==> src/rtl/dbg_ap_pkg.sv <==
package dbg_ap_pkg;
   localparam logic [5:0]  IDX_IDR      = 6'h3F;
   localparam logic [5:0]  IDX_ERASE    = 6'h01;
   localparam logic [5:0]  IDX_STATUS   = 6'h03;
   localparam logic [5:0]  IDX_DP_ID    = 6'h00;
   localparam logic [5:0]  IDX_DP_SCR   = 6'h01;
   localparam logic [7:0]  AP_MEM       = 8'd0;
   localparam logic [7:0]  AP_CTRL      = 8'd1;
   localparam logic [31:0] MEM_IDR_VAL  = 32'h2477_0011;
   localparam logic [31:0] CTRL_IDR_VAL = 32'h0288_0000;
   localparam logic [31:0] BLOCKED_VAL  = 32'h2300_0000;

   typedef enum logic [1:0] {TGT_DP, TGT_MEM, TGT_CTRL, TGT_NONE} tgt_e;
endpackage

==> src/rtl/dbg_prot_latch.sv <==
module dbg_prot_latch #(
   parameter int          CW      = 32,
   parameter logic [31:0] PROT_ON = 32'hFFFF_FF00
) (
   input  logic          clk,
   input  logic          rst_n,
   input  logic [CW-1:0] cfg_i,
   output logic          prot_o
);
   localparam logic [CW-1:0] ON_VAL = CW'(PROT_ON);

   always_ff @(posedge clk) begin
      if (!rst_n) prot_o <= (cfg_i == ON_VAL);
   end

   // protection state is frozen between resets
   a_r4_held: assert property (@(posedge clk) disable iff (!rst_n)
      $past(rst_n) |-> $stable(prot_o));
endmodule

==> src/rtl/dbg_mem_ap_stub.sv <==
module dbg_mem_ap_stub
   import dbg_ap_pkg::*;
#(
   parameter int NREG = 4
) (
   input  logic        clk,
   input  logic        rst_n,
   input  logic        prot_i,
   input  logic        wr_en_i,
   input  logic [5:0]  idx_i,
   input  logic [31:0] wdata_i,
   output logic [31:0] rdata_o
);
   logic [31:0] regs [NREG];

   always_ff @(posedge clk) begin
      for (int i = 0; i < NREG; i++) begin
         if (wr_en_i && !prot_i && idx_i == 6'(i)) regs[i] <= wdata_i;
      end
   end

   always_comb begin
      rdata_o = '0;
      if (prot_i)                rdata_o = BLOCKED_VAL;
      else if (idx_i == IDX_IDR) rdata_o = MEM_IDR_VAL;
      else begin
         for (int i = 0; i < NREG; i++) begin
            if (idx_i == 6'(i)) rdata_o = regs[i];
         end
      end
   end

   generate
      for (genvar g = 0; g < NREG; g++) begin : g_hold
         // protected writes leave each stored word untouched
         a_r6_write_dropped: assert property (@(posedge clk) disable iff (!rst_n)
            (prot_i && wr_en_i) |=> $stable(regs[g]));
      end
   endgenerate
endmodule

==> src/rtl/dbg_ctrl_ap.sv <==
module dbg_ctrl_ap
   import dbg_ap_pkg::*;
(
   input  logic        clk,
   input  logic        rst_n,
   input  logic        prot_i,
   input  logic        wr_en_i,
   input  logic [5:0]  idx_i,
   input  logic [31:0] wdata_i,
   output logic [31:0] rdata_o,
   output logic        clear_o
);
   always_comb begin
      unique case (idx_i)
         IDX_IDR:    rdata_o = CTRL_IDR_VAL;
         IDX_STATUS: rdata_o = {31'b0, prot_i};
         default:    rdata_o = '0;
      endcase
   end

   always_ff @(posedge clk) begin
      if (!rst_n) clear_o <= 1'b0;
      else        clear_o <= wr_en_i && (idx_i == IDX_ERASE) && wdata_i[0];
   end
endmodule

==> src/rtl/dbg_ap_gate.sv <==
module dbg_ap_gate
   import dbg_ap_pkg::*;
#(
   parameter int          NREG    = 4,
   parameter logic [31:0] PROT_ON = 32'hFFFF_FF00,
   parameter logic [31:0] DP_ID   = 32'h0DB6_0001
) (
   input  logic        clk,
   input  logic        rst_n,
   input  logic [31:0] prot_cfg_i,
   input  logic        req_valid_i,
   input  logic        req_dp_i,
   input  logic [7:0]  req_ap_i,
   input  logic [7:0]  req_ofs_i,
   input  logic        req_write_i,
   input  logic [31:0] req_wdata_i,
   output logic        rsp_valid_o,
   output logic [31:0] rsp_rdata_o,
   output logic        prot_clear_o
);
   localparam int MAX_REG = 63;

   generate
      if (NREG < 1 || NREG > MAX_REG) begin : g_bad_nreg
         $error("NREG must lie in 1..63 so the stub never reaches the identification slot");
      end
      if (PROT_ON == 32'hFFFF_FFFF) begin : g_bad_on
         $error("PROT_ON must differ from the erased word");
      end
   endgenerate

   logic        prot;
   logic [5:0]  idx;
   tgt_e        tgt;
   logic [31:0] mem_rdata, ctrl_rdata, dp_scr, rd_mux;

   assign idx = req_ofs_i[7:2];

   always_comb begin
      if (req_dp_i)                tgt = TGT_DP;
      else if (req_ap_i == AP_MEM)  tgt = TGT_MEM;
      else if (req_ap_i == AP_CTRL) tgt = TGT_CTRL;
      else                          tgt = TGT_NONE;
   end

   dbg_prot_latch #(.CW(32), .PROT_ON(PROT_ON)) u_latch (
      .clk(clk), .rst_n(rst_n), .cfg_i(prot_cfg_i), .prot_o(prot));

   dbg_mem_ap_stub #(.NREG(NREG)) u_mem (
      .clk(clk), .rst_n(rst_n), .prot_i(prot),
      .wr_en_i(req_valid_i && req_write_i && tgt == TGT_MEM),
      .idx_i(idx), .wdata_i(req_wdata_i), .rdata_o(mem_rdata));

   dbg_ctrl_ap u_ctrl (
      .clk(clk), .rst_n(rst_n), .prot_i(prot),
      .wr_en_i(req_valid_i && req_write_i && tgt == TGT_CTRL),
      .idx_i(idx), .wdata_i(req_wdata_i), .rdata_o(ctrl_rdata),
      .clear_o(prot_clear_o));

   always_ff @(posedge clk) begin
      if (!rst_n) dp_scr <= '0;
      else if (req_valid_i && req_write_i && tgt == TGT_DP && idx == IDX_DP_SCR)
         dp_scr <= req_wdata_i;
   end

   always_comb begin
      unique case (tgt)
         TGT_DP:   rd_mux = (idx == IDX_DP_ID) ? DP_ID :
                            (idx == IDX_DP_SCR) ? dp_scr : '0;
         TGT_MEM:  rd_mux = mem_rdata;
         TGT_CTRL: rd_mux = ctrl_rdata;
         default:  rd_mux = '0;
      endcase
   end

   always_ff @(posedge clk) begin
      if (!rst_n) begin
         rsp_valid_o <= 1'b0;
         rsp_rdata_o <= '0;
      end else begin
         rsp_valid_o <= req_valid_i;
         rsp_rdata_o <= (req_valid_i && !req_write_i) ? rd_mux : '0;
      end
   end

   // one response per request, one cycle later
   a_r1_rsp_follows: assert property (@(posedge clk) disable iff (!rst_n)
      req_valid_i |=> rsp_valid_o);
   a_r1_no_spurious: assert property (@(posedge clk) disable iff (!rst_n)
      !req_valid_i |=> !rsp_valid_o);
   // protected memory reads see the blocked pattern
   a_r5_blocked: assert property (@(posedge clk) disable iff (!rst_n)
      $past(req_valid_i && !req_write_i && !req_dp_i && req_ap_i == AP_MEM && prot)
      |-> rsp_rdata_o == BLOCKED_VAL);
   // control-port identification never changes
   a_r7_ctrl_id: assert property (@(posedge clk) disable iff (!rst_n)
      $past(req_valid_i && !req_write_i && !req_dp_i && req_ap_i == AP_CTRL && idx == IDX_IDR)
      |-> rsp_rdata_o == CTRL_IDR_VAL);
   // an erase pulse comes only from an erase command
   a_r8_clear_source: assert property (@(posedge clk) disable iff (!rst_n)
      prot_clear_o |-> $past(req_valid_i && req_write_i && !req_dp_i &&
                             req_ap_i == AP_CTRL && idx == IDX_ERASE && req_wdata_i[0]));
   // unimplemented ports read as zero
   a_r9_none_zero: assert property (@(posedge clk) disable iff (!rst_n)
      $past(req_valid_i && !req_write_i && !req_dp_i && req_ap_i > AP_CTRL)
      |-> rsp_rdata_o == 32'h0);
   // debug-port identification holds regardless of protection
   a_r10_dp_id: assert property (@(posedge clk) disable iff (!rst_n)
      $past(req_valid_i && !req_write_i && req_dp_i && idx == IDX_DP_ID)
      |-> rsp_rdata_o == DP_ID);
endmodule

==> config.mk <==
export PLATFORM = sky130hd
export DESIGN_NAME = dbg_ap_gate
export DESIGN_NICKNAME = d
export VERILOG_FILES = /design/src/rtl/dbg_ap_pkg.sv /design/src/rtl/dbg_prot_latch.sv /design/src/rtl/dbg_mem_ap_stub.sv /design/src/rtl/dbg_ctrl_ap.sv /design/src/rtl/dbg_ap_gate.sv
export SDC_FILE = /design/constraint.sdc
export NUM_CORES = 1
export LEC_CHECK = 0
export BUFFER_PORTS_ARGS = -buffer_cell sky130_fd_sc_hd__buf_4
export CAP_MARGIN = 15
export CELL_PAD_IN_SITES_DETAIL_PLACEMENT = 0
export CELL_PAD_IN_SITES_GLOBAL_PLACEMENT = 1
export CORE_ASPECT_RATIO = 0.6
export CORE_MARGIN = 2
export CORE_UTILIZATION = 30
export DETAILED_ROUTE_END_ITERATION = 6
export GPL_TIMING_DRIVEN = 0
export PLACE_DENSITY_LB_ADDON = 0.1
export SLEW_MARGIN = 20
export SYNTH_ARGS = -nofsm -noshare
export SYNTH_HDL_FRONTEND = slang
export SYNTH_SLANG_ARGS = --single-unit
==> constraint.sdc <==
create_clock -name clk -period 5.7 [get_ports clk]
set_clock_uncertainty 0.1 [all_clocks]
set_input_delay 0.285 -clock clk [delete_from_list [all_inputs] [get_ports clk]]
set_output_delay 0.285 -clock clk [all_outputs]
set_load 0.01 [all_outputs]
==> out/qor.yml <==
run_status: "finished, final reports clean"
avgSynthCellArea_um2: 12.6
crit_start: "u_latch.prot_o$_DFFE_PN_"
synth_area_mm2: 0.00738
synth_warnings: 0
synth.top_cell.area_share_pct: 52.5
wl_per_cell_um: 19.8
start_kind: "flip-flop"
maxCapViolCount: 0
clk_latency_ns: 0.44
arrival_ns: 3.21
slew_viol_final: 0
gp_congestion: 0.792
drtIter0Drc: 322
grt_busiest_layer: "met1"
vias: 5273
cts_tree: "done"
max_freq_mhz: 316
wirelength_mm: 21.8
critPathCaptureType: "flip-flop"
synth_ff_type: "edfxtp_1"
cts.clk_slew.worst_paths_ns: 0.07
die_h_um: 125
dieArea_mm2: 0.0259
worst-slew-pin-transition_ns: 0.809
ant_nets: 0
powerDensity_mw_per_mm2: 297
crit_type: "flip-flop to flip-flop"
synth_edf_count: 129
worstPathMaxFanout: 10
die_width_um: 206
p_sw_mw: 0.602
rsz0062_at_grt: "no"
grt_pass1_wl_mm: 33.2
met3_usage_pct: 3.88
hp-class: "input port to flip-flop"
p_comb_share_pct: 5.1
hp-start: "req_write_i"
core_mm2: 0.0242
p_sw_share_pct: 20.7
worstPathRequired_ns: 5.74
viasPerCell: 4.78
synth_cell_types: 41
fin_crit_sh_pct: 55.6
clockBufferDepth: 2
worstReg2RegStart: "u_latch.prot_o$_DFFE_PN_"
clock-sinks: 195
cts_resized: 0
ys_seq_area_share_pct: 70.4
seqPwrFrac_pct: 51.8
grt_pass1_vias: 5481
p_leak_nw: 3.37
hold_violations: 0
use_met1_pct: 26.3
core.rowCount: 44
cellInternalPower_mw: 2.30
synthTopCellsByCount: "129 x edfxtp_1, 112 x nand2_1, 66 x dfxtp_1"
p_total_mw: 2.90
nets: 853
postSynth.asyncResetShare_pct: 0
cts-root-buf: "clkbuf_16"
io_buffers: 116
overflow: 0
netlist_top_cells_area: "edfxtp_1 52%, dfxtp_1 18%, nand2_1 5.7%, mux2i_1 3.7%, a21oi_1 3.6%"
area_delta_synth_final_pct: 32.5
slew_headroom_pct: 46.1
synth_fp_nets: 669
postCtsSetupRepairBufs: 0
min_period_ns: 3.17
hpwl_mm: 15.3
synth_seq_cells: 195
grt_max_degree: 18
gr-usage-met2_pct: 26.3
setup_viol: 0
post-route-util_pct: 40.5
layout-drive-gt1-share_pct: 25.7
drc: 0
dr.pass1.iters: 4
synth_top_cell_by_area: "edfxtp_1"
hold_buffers: 32
final.fill_count: 2320
ios: 119
pwr-share-clk_pct: 43.1
synth.most_common_cell: "edfxtp_1"
initial_utilization_pct: 30.5
htree_levels: 4
synth_cells: 584
diodes: 0
antenna_found_initial: 0
numCtsBuffers: 17
vdd_ir_drop_max_mv: 0.194
grtUsageTotal_pct: 17.7
## final cells by class
cell class | count | area, um^2 | share of cell area, %
plain buffers | 37 | 181 | 1.85
clock buffers | 20 | 467 | 4.77
clock inverters | 12 | 151 | 1.55
inverters | 4 | 15.0 | 0.154
multi-input cells | 348 | 2020 | 20.6
flip-flops and latches | 195 | 5190 | 53.1
well taps | 322 | 403 | 4.12
repair buffers | 165 | 1350 | 13.8
## per-stage QoR
step,instance area [um^2],hold WS [ns],std cells,setup slack [ns],TNS [ns]
after CTS,9780,0.0258,1103,2.45,0
after floorplan,7380,0.284,584,0.772,0
final,9780,0.0409,1103,2.53,0
after global routing,9780,0.0397,1103,2.34,0
after detailed placement,8840,0.347,1039,2.23,0
after global placement,8650,0.341,1022,-3.27,-203.36
## cells by family after synthesis
group                  Yosys count  share of synthesized area [%]
flip-flops                     195                           70.4
AND/OR/NAND/NOR                172                           10.7
AO/OA/AOI/OAI                  144                           11.2
buffers and inverters           41                           2.66
multiplexers                    32                           5.04
## placed cells by master (no fill, tap or decap), types with 2 or more instances in the layout
cell type	n
and2_0	6
nand4_1	6
inv_6	2
clkinv_2	2
clkbuf_1	20
or3_1	2
nor2_4	3
clkbuf_8	3
buf_16	2
nand2_1	112
nor4_1	4
o21ai_0	49
clkbuf_16	17
nand3_1	5
edfxtp_1	129
nor2b_1	3
o211ai_1	18
a31oi_1	11
buf_2	17
nor3_1	2
inv_1	4
buf_6	2
mux2i_1	27
nor2_1	12
dfxtp_1	66
a31o_2	3
and3_1	2
nor4_2	3
buf_4	128
dlygate4sd3_1	32
a22oi_1	2
a31o_1	5
or2_2	2
bufinv_16	3
a21oi_1	53
and2_1	3
mux4_2	4
clkinvlp_4	4
## critical path, stage by stage (launching register included)
cell	delay, ns
edfxtp_1	0.47
nor2_1	0.13
nand3_1	0.13
buf_2	0.24
or2_2	0.40
nor4_2	0.66
buf_4	0.28
buf_2	0.22
buf_2	0.23
## final timing paths
check / to / slack (ns) / cells past startpoint
hold reg to reg: dp_scr[24]$_SDFFE_PN0P_ / 0.35 / 2
setup / recovery: u_mem.regs[0][9]$_DFFE_PP_ / 2.53 / 8
hold / removal: u_ctrl.clear_o$_SDFF_PN0_ / 0.04 / 3
setup reg to reg: u_mem.regs[0][9]$_DFFE_PP_ / 2.53 / 8
## sequential cells by signal, indices dropped and copies added, names as in the netlist
| register | flops |
|---|---|
| dp_scr | 32 |
| u_latch.prot_o | 1 |
| u_ctrl.clear_o | 1 |
| u_mem.regs | 128 |
| rsp_valid_o | 1 |
| rsp_rdata_o | 32 |
## power by group through the flow
stage          logic (mW)  registers [mW]  clock network (mW)
2_1_floorplan      0.0440            1.54                   0
3_3_place_gp        0.128            1.54                   0
3_5_place_dp        0.131            1.54                   0
4_1_cts             0.149            1.50                1.28
5_1_grt             0.161            1.50                1.34
6_report            0.147            1.51                1.25
## layer usage
layer | up-vias | routed length, um
li1 | 2521 | -
met1 | 2620 | 11100
met2 | 116 | 9570
met3 | 16 | 969
met4 | 0 | 209
met5 | - | 0
No activity file was read; power rests on OpenSTA's default activity.
